### config.mk
export PLATFORM = sky130hd
export DESIGN_NAME = dawin_xlate
export DESIGN_NICKNAME = d
export VERILOG_FILES = /design/src/rtl/dawin_pkg.sv /design/src/rtl/dawin_cfg.sv /design/src/rtl/dawin_decode.sv /design/src/rtl/dawin_slot.sv /design/src/rtl/dawin_xlate.sv
export SDC_FILE = /design/constraint.sdc
export NUM_CORES = 1
export LEC_CHECK = 0
export BUFFER_PORTS_ARGS = -buffer_cell sky130_fd_sc_hd__buf_4
export CAP_MARGIN = 10
export CORE_AREA = 2 2 116 118
export CTS_CLUSTER_DIAMETER = 200
export CTS_CLUSTER_SIZE = 14
export DETAILED_ROUTE_END_ITERATION = 8
export DIE_AREA = 0 0 118 120
export GPL_TIMING_DRIVEN = 1
export HOLD_SLACK_MARGIN = 0.02
export PLACE_DENSITY = 0.74
export SLEW_MARGIN = 15
export SYNTH_ARGS = -nofsm -noshare
export SYNTH_HDL_FRONTEND = slang
export SYNTH_HIERARCHICAL = 1
export SYNTH_SLANG_ARGS = --single-unit
### constraint.sdc
create_clock -name clk -period 3 [get_ports clk]
set_input_delay 0.6 -clock clk [delete_from_list [all_inputs] [get_ports clk]]
set_output_delay 0.6 -clock clk [all_outputs]
set_load 0.02 [all_outputs]
### src/rtl/dawin_pkg.sv
package dawin_pkg;

    localparam int CMD_W = 4;

    localparam logic [CMD_W-1:0] CMD_MEM_RD = 4'h6;
    localparam logic [CMD_W-1:0] CMD_MEM_WR = 4'h7;

    // bit2 upper translate, bit1 secondary select, bit0 enable
    typedef struct packed {
        logic upper;
        logic second;
        logic en;
    } cfg_t;

    typedef enum logic [1:0] {
        CLS_MISS = 2'd0,
        CLS_FWD  = 2'd1,
        CLS_REJ  = 2'd2
    } cls_e;

endpackage

### src/rtl/dawin_cfg.sv
module dawin_cfg
    import dawin_pkg::*;
(
    input  logic       clk,
    input  logic       rst_n,
    input  logic       wr_en,
    input  logic [2:0] wr_data,
    output cfg_t       cfg_o
);

    cfg_t cfg_d, cfg_q;

    always_comb begin
        cfg_d = cfg_q;
        if (wr_en) begin
            cfg_d = cfg_t'(wr_data);
        end
    end

    always_ff @(posedge clk or negedge rst_n) begin
        if (!rst_n) begin
            cfg_q <= '0;
        end else begin
            cfg_q <= cfg_d;
        end
    end

    assign cfg_o = cfg_q;

endmodule

### src/rtl/dawin_decode.sv
module dawin_decode
    import dawin_pkg::*;
#(
    parameter int              ADDR_W = 32,
    parameter logic [ADDR_W-1:0] WIN_LO = 32'h0000_2000,
    parameter logic [ADDR_W-1:0] WIN_HI = 32'h7FFF_FFFF
) (
    input  logic [ADDR_W-1:0] addr_i,
    input  logic [CMD_W-1:0]  cmd_i,
    input  cfg_t              cfg_i,
    output cls_e              cls_o,
    output logic [ADDR_W-1:0] xaddr_o,
    output logic              to_sec_o
);

    localparam int TOP_BIT = ADDR_W - 1;

    logic in_win;
    logic cmd_ok;

    always_comb begin
        in_win = (addr_i >= WIN_LO) && (addr_i <= WIN_HI);
        cmd_ok = (cmd_i == CMD_MEM_RD) || (cmd_i == CMD_MEM_WR);

        if (!cfg_i.en || !in_win) begin
            cls_o = CLS_MISS;
        end else if (cmd_ok) begin
            cls_o = CLS_FWD;
        end else begin
            cls_o = CLS_REJ;
        end

        xaddr_o          = addr_i;
        xaddr_o[TOP_BIT] = addr_i[TOP_BIT] | cfg_i.upper;
        to_sec_o         = cfg_i.second;
    end

endmodule

### src/rtl/dawin_slot.sv
module dawin_slot
    import dawin_pkg::*;
#(
    parameter int ADDR_W = 32,
    parameter int DATA_W = 32
) (
    input  logic              clk,
    input  logic              rst_n,
    input  logic              load_i,
    input  logic [ADDR_W-1:0] addr_i,
    input  logic [CMD_W-1:0]  cmd_i,
    input  logic [DATA_W-1:0] data_i,
    output logic              free_o,
    output logic              valid_o,
    input  logic              ready_i,
    output logic [ADDR_W-1:0] addr_o,
    output logic [CMD_W-1:0]  cmd_o,
    output logic [DATA_W-1:0] data_o
);

    typedef struct packed {
        logic              valid;
        logic [ADDR_W-1:0] addr;
        logic [CMD_W-1:0]  cmd;
        logic [DATA_W-1:0] data;
    } slot_t;

    slot_t st_d, st_q;

    always_comb begin
        st_d = st_q;
        if (load_i) begin
            st_d.valid = 1'b1;
            st_d.addr  = addr_i;
            st_d.cmd   = cmd_i;
            st_d.data  = data_i;
        end else if (ready_i) begin
            st_d.valid = 1'b0;
        end
    end

    always_ff @(posedge clk or negedge rst_n) begin
        if (!rst_n) begin
            st_q <= '0;
        end else begin
            st_q <= st_d;
        end
    end

    assign free_o  = !st_q.valid || ready_i;
    assign valid_o = st_q.valid;
    assign addr_o  = st_q.addr;
    assign cmd_o   = st_q.cmd;
    assign data_o  = st_q.data;

endmodule

### src/rtl/dawin_xlate.sv
module dawin_xlate
    import dawin_pkg::*;
#(
    parameter int                ADDR_W = 32,
    parameter int                DATA_W = 32,
    parameter logic [ADDR_W-1:0] WIN_LO = 32'h0000_2000,
    parameter logic [ADDR_W-1:0] WIN_HI = 32'h7FFF_FFFF
) (
    input  logic              clk,
    input  logic              rst_n,
    input  logic              cfg_wr_en,
    input  logic [2:0]        cfg_wr_data,
    input  logic              req_valid,
    output logic              req_ready,
    input  logic [ADDR_W-1:0] req_addr,
    input  logic [CMD_W-1:0]  req_cmd,
    input  logic [DATA_W-1:0] req_wdata,
    output logic              pri_valid,
    input  logic              pri_ready,
    output logic [ADDR_W-1:0] pri_addr,
    output logic [CMD_W-1:0]  pri_cmd,
    output logic [DATA_W-1:0] pri_wdata,
    output logic              sec_valid,
    input  logic              sec_ready,
    output logic [ADDR_W-1:0] sec_addr,
    output logic [CMD_W-1:0]  sec_cmd,
    output logic [DATA_W-1:0] sec_wdata,
    output logic              unclaimed,
    output logic              reject
);

    localparam int NPORT = 2;

    typedef struct packed {
        logic unclaimed;
        logic reject;
    } pulse_t;

    cfg_t              cfg_q;
    cls_e              cls;
    logic [ADDR_W-1:0] xaddr;
    logic              to_sec;
    logic              accept;

    logic [NPORT-1:0]  slot_free;
    logic [NPORT-1:0]  slot_load;
    logic [NPORT-1:0]  slot_valid;
    logic [NPORT-1:0]  slot_ready;
    logic [ADDR_W-1:0] slot_addr  [NPORT];
    logic [CMD_W-1:0]  slot_cmd   [NPORT];
    logic [DATA_W-1:0] slot_data  [NPORT];

    pulse_t pulse_d, pulse_q;

    dawin_cfg u_cfg (
        .clk     (clk),
        .rst_n   (rst_n),
        .wr_en   (cfg_wr_en),
        .wr_data (cfg_wr_data),
        .cfg_o   (cfg_q)
    );

    dawin_decode #(
        .ADDR_W (ADDR_W),
        .WIN_LO (WIN_LO),
        .WIN_HI (WIN_HI)
    ) u_dec (
        .addr_i   (req_addr),
        .cmd_i    (req_cmd),
        .cfg_i    (cfg_q),
        .cls_o    (cls),
        .xaddr_o  (xaddr),
        .to_sec_o (to_sec)
    );

    assign slot_ready = {sec_ready, pri_ready};

    always_comb begin
        req_ready = (cls == CLS_FWD) ? slot_free[to_sec] : 1'b1;
        accept    = req_valid && req_ready;
        for (int p = 0; p < NPORT; p++) begin
            slot_load[p] = accept && (cls == CLS_FWD) && (int'(to_sec) == p);
        end
    end

    for (genvar g = 0; g < NPORT; g++) begin : g_slot
        dawin_slot #(
            .ADDR_W (ADDR_W),
            .DATA_W (DATA_W)
        ) u_slot (
            .clk     (clk),
            .rst_n   (rst_n),
            .load_i  (slot_load[g]),
            .addr_i  (xaddr),
            .cmd_i   (req_cmd),
            .data_i  (req_wdata),
            .free_o  (slot_free[g]),
            .valid_o (slot_valid[g]),
            .ready_i (slot_ready[g]),
            .addr_o  (slot_addr[g]),
            .cmd_o   (slot_cmd[g]),
            .data_o  (slot_data[g])
        );
    end

    always_comb begin
        pulse_d           = '0;
        pulse_d.unclaimed = accept && (cls == CLS_MISS);
        pulse_d.reject    = accept && (cls == CLS_REJ);
    end

    always_ff @(posedge clk or negedge rst_n) begin
        if (!rst_n) begin
            pulse_q <= '0;
        end else begin
            pulse_q <= pulse_d;
        end
    end

    assign unclaimed = pulse_q.unclaimed;
    assign reject    = pulse_q.reject;

    assign pri_valid = slot_valid[0];
    assign pri_addr  = slot_addr[0];
    assign pri_cmd   = slot_cmd[0];
    assign pri_wdata = slot_data[0];
    assign sec_valid = slot_valid[1];
    assign sec_addr  = slot_addr[1];
    assign sec_cmd   = slot_cmd[1];
    assign sec_wdata = slot_data[1];

endmodule

==> impl_metrics.csv, run 1 <==
group,metric,value,unit
status,status,"finished, final reports clean",
yosys,synth_area_leaders,"dfrtp_1 (62%), mux2_2 (24%), mux2_4 (4.7%)",
yosys,synthesis.area,5730,um2
yosys,yosys-top-cells-count,"dfrtp_1 (143), mux2_2 (121), buf_4 (32), mux2_4 (18), buf_2 (10)",
place,dp.cells,708,
clock_tree,cts_tree,"built",
clock_tree,hold_buffers,0,
floorplanning,initial_core_util,0.442,
power,combPwrFrac,0.200,
place,placed_area,7360,um2
sta,grt_setup_unrepaired,"false",
yosys,synth_top_area_share,0.624,
global_routing,grt-ovfl-total,0,
yosys,seq_area_frac_synth,0.624,
final_layout,multi_input_area,1810,um2
floorplanning,die_w,118,um
worst_setup_path,slowest_delay,520,ps
final_layout,finalInstanceArea,8080,um2
worst_setup_path,crit_top_cell,"buf_4",
worst_setup_path,cp.arrival,1990,ps
drt,met3_length,861,um
final_layout,final_util,0.622,
worst_setup_path,crit_chain,"buf_4 > or4_4 > nor3_2 > a21oi_1 > nand4b_1 > buf_4",
yosys,synth_nets,432,
yosys,synth_seq_cells,143,
place,pre_cts_ws,174,ps
drt,dr_wl_met2,6530,um
worst_setup_path,start_kind,"input pin",
yosys,synth_edf_count,0,
drt,drt_iter0_markers,198,
sta,hold_viol,0,
yosys,synth_warnings,6,
drt,top_layer,"met4",
final_layout,n_fill_cell,975,
floorplanning,core,13000,um2
sta,max_clock_freq,386,MHz
global_routing,grt_pass1_vias,3871,
power,seq_power_share,0.387,
global_routing,grt_pass1_wl,20500,um
yosys,syn-instance-count,355,
worst_setup_path,critPathKind,"in2out",
drt,vias,3569,
floorplanning,design.portCount,218,
drt,totalWireLength,12900,um
drt,avgViaCountPerCell,4.82,
worst_setup_path,cp.required,2400,ps
power,p_sw_frac,0.250,
floorplanning,die_area,14200,um2
floorplanning,die_y,120,um
drt,drc,0,
final_layout,seq_area,3580,um2
clock_tree,cts_buffers,17,
worst_setup_path,critPathCaptureType,"output port",
yosys,syn_area_per_cell,16.1,um2
final_layout,final_cells,740,
power,p_leak,4.20,nW
power,ir_drop,449,uV
clock_tree,clock-sinks,143,
clock_tree,clock_path_buffers,2,
sta,setup_viol,0,
worst_setup_path,slowest_stage,"or4_4",
place,gp_congestion,0.727,
sta,worst_slack,412,ps
place,dp_hpwl,9260,um
clock_tree,clock-root-buffer,"clkbuf_16",
place,io_buffer_count,217,
flow_run,drv_cap,0,
sta,fin_skew,7.72,ps
worst_setup_path,worstSetupStartpoint,"req_addr[26]",
drt,wl_per_cell,17.4,um
drt,wirelength_met1,5110,um
clock_tree,clkSlewWorstSetupHoldPaths,60,ps
worst_setup_path,worst-path-max-fanout,4,
sta,setup_tns,0,ps
yosys,synthFlopType,"dfrtp_1",
sta,slew-limit-headroom,0.624,
final_layout,area_delta_synth_final,40.9,%
clock_tree,cts.repair.resized,0,
power,clkPwrFrac,0.413,
drt,detail-route-antenna-nets,0,
drt,dr.pass1.iters,4,
final_layout,nNetsFinal,628,
power,power-per-cell-area,749,nW/um2
global_routing,grt_max_degree,61,
global_routing,grt.total_usage,0.189,
sta,worst_pin_slew,564,ps
yosys,synth_top_cell_by_area,"dfrtp_1",
final_layout,antennaDiodeCount,0,
yosys,synth-async-reset-ratio,1.00,
sta,period_share,0.863,
min_path,hold_class,"in2async",
yosys,synth_cell_types,22,
worst_setup_path,r2r_start,"u_cfg/cfg_o[0]",
global_routing,antenna_found_initial,0,
power,cell_internal_pwr,4.53,mW
sta,slew_viol_final,0,
clock_tree,clk_latency,420,ps
clock_tree,h-tree-depth,4,
sta,period_needed,2590,ps
final_layout,drive_above_1_share,0.711,
power,power_switching,1.51,mW
floorplanning,std_cell_rows,42,
clock_tree,post_cts_buffers,0,
yosys,yosysMostFrequentCell,"dfrtp_1",
[cell families (layout without fill, tap and decap cells)]
kind of cell / Yosys count / after routing / share of synthesized area
flops: 143 / 143 / 0.624
mux: 139 / 139 / 0.285
simple gates: 22 / 22 / 0.0258
buf+inv: 48 / 257 / 0.0624
compound gates: 3 / 3 / 0.00262
[path summary, 6_finish.rpt]
path | to | slack, ps | cells past startpoint
setup / recovery | req_ready | 410 | 6
hold / removal | g_slot[1].u_slot/addr_o[5] | 160 | 1
setup reg to reg | g_slot[0].u_slot/addr_o[29] | 650 | 7
hold reg to reg | g_slot[0].u_slot/data_o[2] | 500 | 1
max in group asynchronous | g_slot[1].u_slot/data_o[10] | 2110 | 2
min in group clk | u_cfg/cfg_o[1] | 420 | 2
[state kept, by name (all words and copies together) (netlist names)]
signal / count
g_slot.u_slot/addr_o: 64
reject: 1
unclaimed: 1
u_cfg/cfg_o: 3
g_slot.u_slot/cmd_o: 8
g_slot.u_slot/valid_o: 2
g_slot.u_slot/data_o: 64
[per-layer routing]
metal	global-route usage	vias to the layer above
li1	-	1604
met1	0.222	1806
met2	0.307	134
met3	0.0661	25
met4	0.0994	0
met5	0	-
[layout make-up]
cell class	instances	share of cell area
Sequential cell	143	0.443
Multi-Input combinational cell	164	0.224
Timing Repair Buffer	225	0.217
Clock buffer	22	0.0599
Clock inverter	10	0.0283
Tap cell	176	0.0273
[layout by cell type, fill, tap and decap left out, drive strengths merged]
cell type | netlist | final
a21oi | 2 | 2
and3 | 1 | 1
and3b | 1 | 1
buf | 48 | 225
bufinv | 0 | 7
clkbuf | 0 | 22
clkinv | 0 | 3
dfrtp | 143 | 143
mux2 | 139 | 139
nand2 | 2 | 2
nand2b | 5 | 5
nand3b | 1 | 1
nand4b | 1 | 1
nor2 | 2 | 2
nor2b | 1 | 1
nor3 | 1 | 1
nor3b | 1 | 1
nor4 | 3 | 3
o21ai | 1 | 1
or2 | 1 | 1
or3b | 1 | 1
or4 | 1 | 1
[power by group through the flow]
stage / sequential, mW / clock [mW] / combinational (mW)
6_report: 2.34 / 2.50 / 1.21
5_1_grt: 2.38 / 2.65 / 1.27
4_1_cts: 2.35 / 2.55 / 1.22
3_5_place_dp: 2.38 / 0 / 1.22
3_3_place_gp: 2.36 / 0 / 1.20
2_1_floorplan: 2.68 / 0 / 0.298
[critical path: cells and delay by family]
kind | cells | cell delay [ps]
buffers and inverters | 2 | 310
AOI/OAI and AO/OA | 1 | 140
and+or+nand+nor | 3 | 930
[metrics by stage]
stage / hold slack [ps] / total power [mW]
after floorplan: 304 / 2.98
after global placement: 487 / 3.56
after detailed placement: 496 / 3.60
after CTS: 159 / 6.12
after global routing: 190 / 6.30
final: 157 / 6.05
Note: power is estimated with default switching activity, not from simulation.
==> inputs of run 2 (changes only) <==
Settings changed: PLACE_DENSITY 0.74 to 0.77.
==> impl_metrics.csv, run 2 (synthesis gave the netlist of run 1 again) <==
group,metric,value,unit
sta,worst_pin_slew,560,ps
worst_setup_path,critPathKind,"in2out",
global_routing,grt.total_usage,0.187,
drt,totalWireLength,12800,um
final_layout,drive_above_1_share,0.706,
drt,avgViaCountPerCell,4.83,
worst_setup_path,path_delay_family,"simple AND/OR/NAND/NOR gates",
power,power-per-cell-area,718,nW/um2
clock_tree,hold_buffers,0,
place,dp.cells,706,
place,gp_congestion,0.750,
clock_tree,post_cts_buffers,0,
global_routing,grt_pass1_wl,20300,um
floorplanning,std_cell_rows,42,
power,total_power,5.72,mW
final_layout,final_cells,738,
worst_setup_path,cp.required,2400,ps
sta,period_needed,2520,ps
sta,fin_skew,6.62,ps
drt,drt_iter0_markers,161,
worst_setup_path,cp.arrival,1920,ps
sta,period_share,0.841,
global_routing,grt-ovfl-total,0,
drt,drc,0,
global_routing,grt_pass1_vias,3922,
sta,hold_viol,0,
clock_tree,cts.repair.resized,0,
power,p_leak,4.13,nW
clock_tree,cts_tree,"built",
worst_setup_path,worstRegToRegCells,7,
worst_setup_path,worst-path-max-fanout,4,
drt,detail-route-antenna-nets,0,
min_path,hold_class,"in2async",
floorplanning,die_w,118,um
drt,dr.pass1.iters,4,
power,ir_drop,431,uV
drt,vias,3565,
final_layout,final_cell_mix,"buf_4 (217), dfrtp_1 (143), mux2_2 (121)",
floorplanning,die_area,14200,um2
clock_tree,clock_path_buffers,2,
drt,wl_per_cell,17.3,um
sta,max_clock_freq,396,MHz
final_layout,area_delta_synth_final,39.1,%
floorplanning,initial_core_util,0.442,
floorplanning,core,13000,um2
floorplanning,design.portCount,218,
final_layout,antennaDiodeCount,0,
final_layout,seq_area,3580,um2
final_layout,n_fill_cell,1009,
worst_setup_path,slowest_delay,520,ps
worst_setup_path,crit_buf_inv,2,
sta,setup_viol,0,
place,dp_hpwl,9200,um
floorplanning,die_y,120,um
final_layout,nNetsFinal,626,
sta,grt_setup_unrepaired,"false",
sta,setup_tns,0,ps
worst_setup_path,crit_cells,6,
final_layout,final_common_cell,"buf_4",
clock_tree,h-tree-depth,4,
sta,slew_viol_final,0,
worst_setup_path,crit_top_cell,"buf_4",
place,io_buffer_count,217,
worst_setup_path,crit_chain,"buf_4 > or4_4 > nor3_2 > a21oi_1 > nand4b_1 > buf_4",
sta,slew-limit-headroom,0.626,
status,status,"finished, final reports clean",
clock_tree,clock-sinks,143,
clock_tree,clock-root-buffer,"clkbuf_16",
final_layout,multi_input_area,1810,um2
global_routing,grt_max_degree,66,
worst_setup_path,start_kind,"input pin",
clock_tree,clk_latency,420,ps
flow_run,drv_cap,0,
clock_tree,clkSlewWorstSetupHoldPaths,60,ps
clock_tree,cts_buffers,17,
worst_setup_path,slowest_stage,"or4_4",
global_routing,antenna_found_initial,0,
worst_setup_path,critPathCaptureType,"output port",
-- run 2: final cells by class --
type	instances	area share
clock buffers	24	0.0617
clock inverters	8	0.0162
flip-flops and latches	143	0.449
multi-input cells	164	0.227
repair buffers	223	0.218
well taps	176	0.0276
-- run 2: path summary, 6_finish.rpt --
check	from	end	slack [ps]
worst max-delay path	req_addr[26]	req_ready	480
worst min-delay path	rst_n	g_slot[1].u_slot/addr_o[2]	150
worst max register to register	u_cfg/cfg_o[0]	g_slot[1].u_slot/data_o[3]	680
worst min register to register	u_cfg/cfg_o[2]	u_cfg/cfg_o[2]	510
max in group asynchronous	rst_n	g_slot[1].u_slot/addr_o[18]	2080
min in group clk	req_addr[1]	g_slot[0].u_slot/addr_o[1]	420
-- run 2: worst register-to-register path: cells and delay by family (launching register included) --
kind | cells | cell delay, ps
AND/OR/NAND/NOR | 4 | 960
multiplexers | 1 | 400
flip-flops | 1 | 340
AO/OA/AOI/OAI | 1 | 260
buffers and inverters | 1 | 250
-- run 2: through the flow --
| step | setup slack [ps] | hold WS (ps) | area [um2] | util |
|---|---|---|---|---|
| 6_report | 478 | 154 | 7970 | 0.614 |
| 5_1_grt | 424 | 185 | 7970 | 0.614 |
| 2_1_floorplan | 533 | 304 | 5730 | - |
| 3_5_place_dp | 206 | 494 | 7350 | 0.566 |
| 4_1_cts | 479 | 156 | 7970 | 0.614 |
| 3_3_place_gp | 269 | 486 | 7350 | 0.566 |
-- run 2: where the power goes --
part	leakage, nW	internal, mW	total, mW	switching [mW]
clock	0.289	1.40	2.17	0.774
combinational	1.93	0.606	1.21	0.602
sequential	1.92	2.20	2.34	0.148
total	4.13	4.20	5.72	1.52
-- run 2: routing by layer --
layer / wire length (um) / up-vias / GRT usage
met3: 803 / 28 / 0.0651
met2: 6540 / 137 / 0.309
met4: 435 / 0 / 0.0994
met1: 4980 / 1800 / 0.215
li1: - / 1600 / -
met5: 0 / - / 0
==> inputs of run 3 (changes only) <==
Settings changed: CORE_AREA 2 2 116 118 to 2 2 118 120, DIE_AREA 0 0 118 120 to 0 0 120 122.
Clock period 3 ns to 2.2 ns, I/O delays scaled along.
==> impl_metrics.csv, run 3 (synthesis gave the netlist of run 1 again) <==
group,metric,value,unit
status,status,"complete, but fails checks",
status,violations,"setup timing",
final_layout,area_delta_synth_final,61.7,%
drt,wirelength_met1,6710,um
drt,top_layer,"met4",
final_layout,final_common_cell,"buf_4",
floorplanning,die_w,120,um
clock_tree,clock_path_buffers,2,
place,io_buffer_count,217,
drt,avgViaCountPerCell,4.97,
worst_setup_path,critPathKind,"in2reg",
global_routing,grt_max_degree,52,
drt,dr.pass1.iters,6,
drt,drc,0,
sta,grt_setup_unrepaired,"true",
place,dp_hpwl,9220,um
global_routing,antenna_found_initial,0,
drt,vias,3941,
sta,period_needed,2320,ps
sta,period_share,1.06,
power,p_leak,4.73,nW
power,power-per-cell-area,886,nW/um2
worst_setup_path,cp.required,2500,ps
clock_tree,clk_latency,420,ps
drt,met3_length,986,um
clock_tree,h-tree-depth,4,
power,ir_drop,651,uV
clock_tree,clkSlewWorstSetupHoldPaths,60,ps
worst_setup_path,worst-path-max-fanout,6,
global_routing,grt.total_usage,0.188,
sta,max_clock_freq,431,MHz
floorplanning,std_cell_rows,43,
final_layout,n_fill_cell,923,
clock_tree,clock-sinks,143,
floorplanning,core,13500,um2
drt,wl_per_cell,20.8,um
floorplanning,initial_core_util,0.424,
worst_setup_path,r2r_start,"u_cfg/cfg_o[0]",
sta,hold_viol,0,
final_layout,final_cell_mix,"buf_4 (233), dfrtp_1 (143), mux2_4 (134)",
worst_setup_path,critPathCaptureType,"flip-flop",
sta,setup_viol,120,
final_layout,final_util,0.686,
sta,fin_skew,8.80,ps
global_routing,grt_pass1_wl,21000,um
final_layout,antennaDiodeCount,0,
worst_setup_path,start_kind,"input pin",
sta,worst_pin_slew,430,ps
floorplanning,design.portCount,218,
final_layout,multi_input_area,2280,um2
clock_tree,clock-root-buffer,"clkbuf_16",
final_layout,seq_area,3580,um2
drt,detail-route-antenna-nets,0,
worst_setup_path,cp.arrival,2620,ps
min_path,hold_class,"in2reg",
global_routing,grt_pass1_vias,3983,
place,gp_congestion,0.740,
clock_tree,cts_buffers,17,
min_path,hold_start,"cfg_wr_data[1]",
place,pre_cts_ws,-436,ps
floorplanning,die_area,14600,um2
drt,totalWireLength,16500,um
sta,worst_slack,-123,ps
floorplanning,die_y,122,um
global_routing,grt-ovfl-total,0,
flow_run,drv_cap,0,
final_layout,drive_above_1_share,0.739,
power,total_power,8.21,mW
sta,slew-limit-headroom,0.713,
drt,dr_wl_met2,8410,um
drt,drt_iter0_markers,119,
worst_setup_path,worstSetupStartpoint,"req_addr[26]",
sta,slew_viol_final,0,
final_layout,nNetsFinal,677,
clock_tree,cts_tree,"built",
==> run 3: cell count changes in the layout (fill, tap and decap cells not counted), sizes merged <==
cell / change
buf: +37
bufinv: +1
clkbuf: +11
clkinv: +3
clkinvlp: -3
dlygate4sd3: +1
inv: +1
==> run 3: repair_timing <==
item,4_1_cts,5_1_grt
cloned,3,18
hold buffers,1,0
pin swaps,0,2
setup buffers,6,8
gates resized for setup,10,134
setup endpoints to repair,137,137
endpoints found under the hold margin,42,0
==> run 3: worst paths after layout <==
| path | cells after the start | slack, ps | to |
|---|---|---|---|
| min in group asynchronous | 2 | 520 | g_slot[0].u_slot/data_o[21] |
| max in group asynchronous | 3 | 1050 | g_slot[1].u_slot/addr_o[29] |
| max | 10 | -120 | g_slot[1].u_slot/addr_o[28] |
| min | 2 | 260 | u_cfg/cfg_o[1] |
| max reg2reg | 9 | -110 | g_slot[1].u_slot/addr_o[28] |
| min reg2reg | 1 | 510 | g_slot[1].u_slot/addr_o[1] |
==> run 3: worst max-delay path, cell delays in order <==
cell and delay [ps]:
buf_4 110, or4_4 540, nor3_4 180, a21oi_2 110, nand3b_1 280, nor2_4 190, buf_12 150, buf_8 140
clkbuf_16 160, mux2_4 300
==> run 3: report_power, final <==
part           switching [mW]  internal (mW)  total, mW  leakage [nW]
sequential              0.222           3.00       3.22          1.92
combinational           0.863           1.03       1.89          2.49
clock                    1.09           2.01       3.10         0.316
==> run 3: cell type report <==
| class | count | share of cell area |
|---|---|---|
| repair buffers | 274 | 0.275 |
| clock buffers | 22 | 0.0523 |
| clock inverters | 10 | 0.0169 |
| flip-flops and latches | 143 | 0.386 |
| multi-input cells | 164 | 0.246 |
| well taps | 180 | 0.0243 |
==> run 3: layer usage <==
| layer | up-vias | track usage |
|---|---|---|
| li1 | 1700 | - |
| met1 | 2058 | 0.227 |
| met2 | 150 | 0.307 |
| met3 | 33 | 0.0641 |
| met4 | 0 | 0.0809 |
| met5 | - | 0 |
==> run 3: per-stage QoR <==
step	area, um2	std cells	hold slack [ps]	setup TNS [ps]
6_report	9270	793	255	-8550
5_1_grt	9270	793	240	-21040
4_1_cts	8330	769	236	-2670
3_5_place_dp	7500	727	395	-54300
3_3_place_gp	7500	727	385	-47120
2_1_floorplan	5750	355	144	-6850
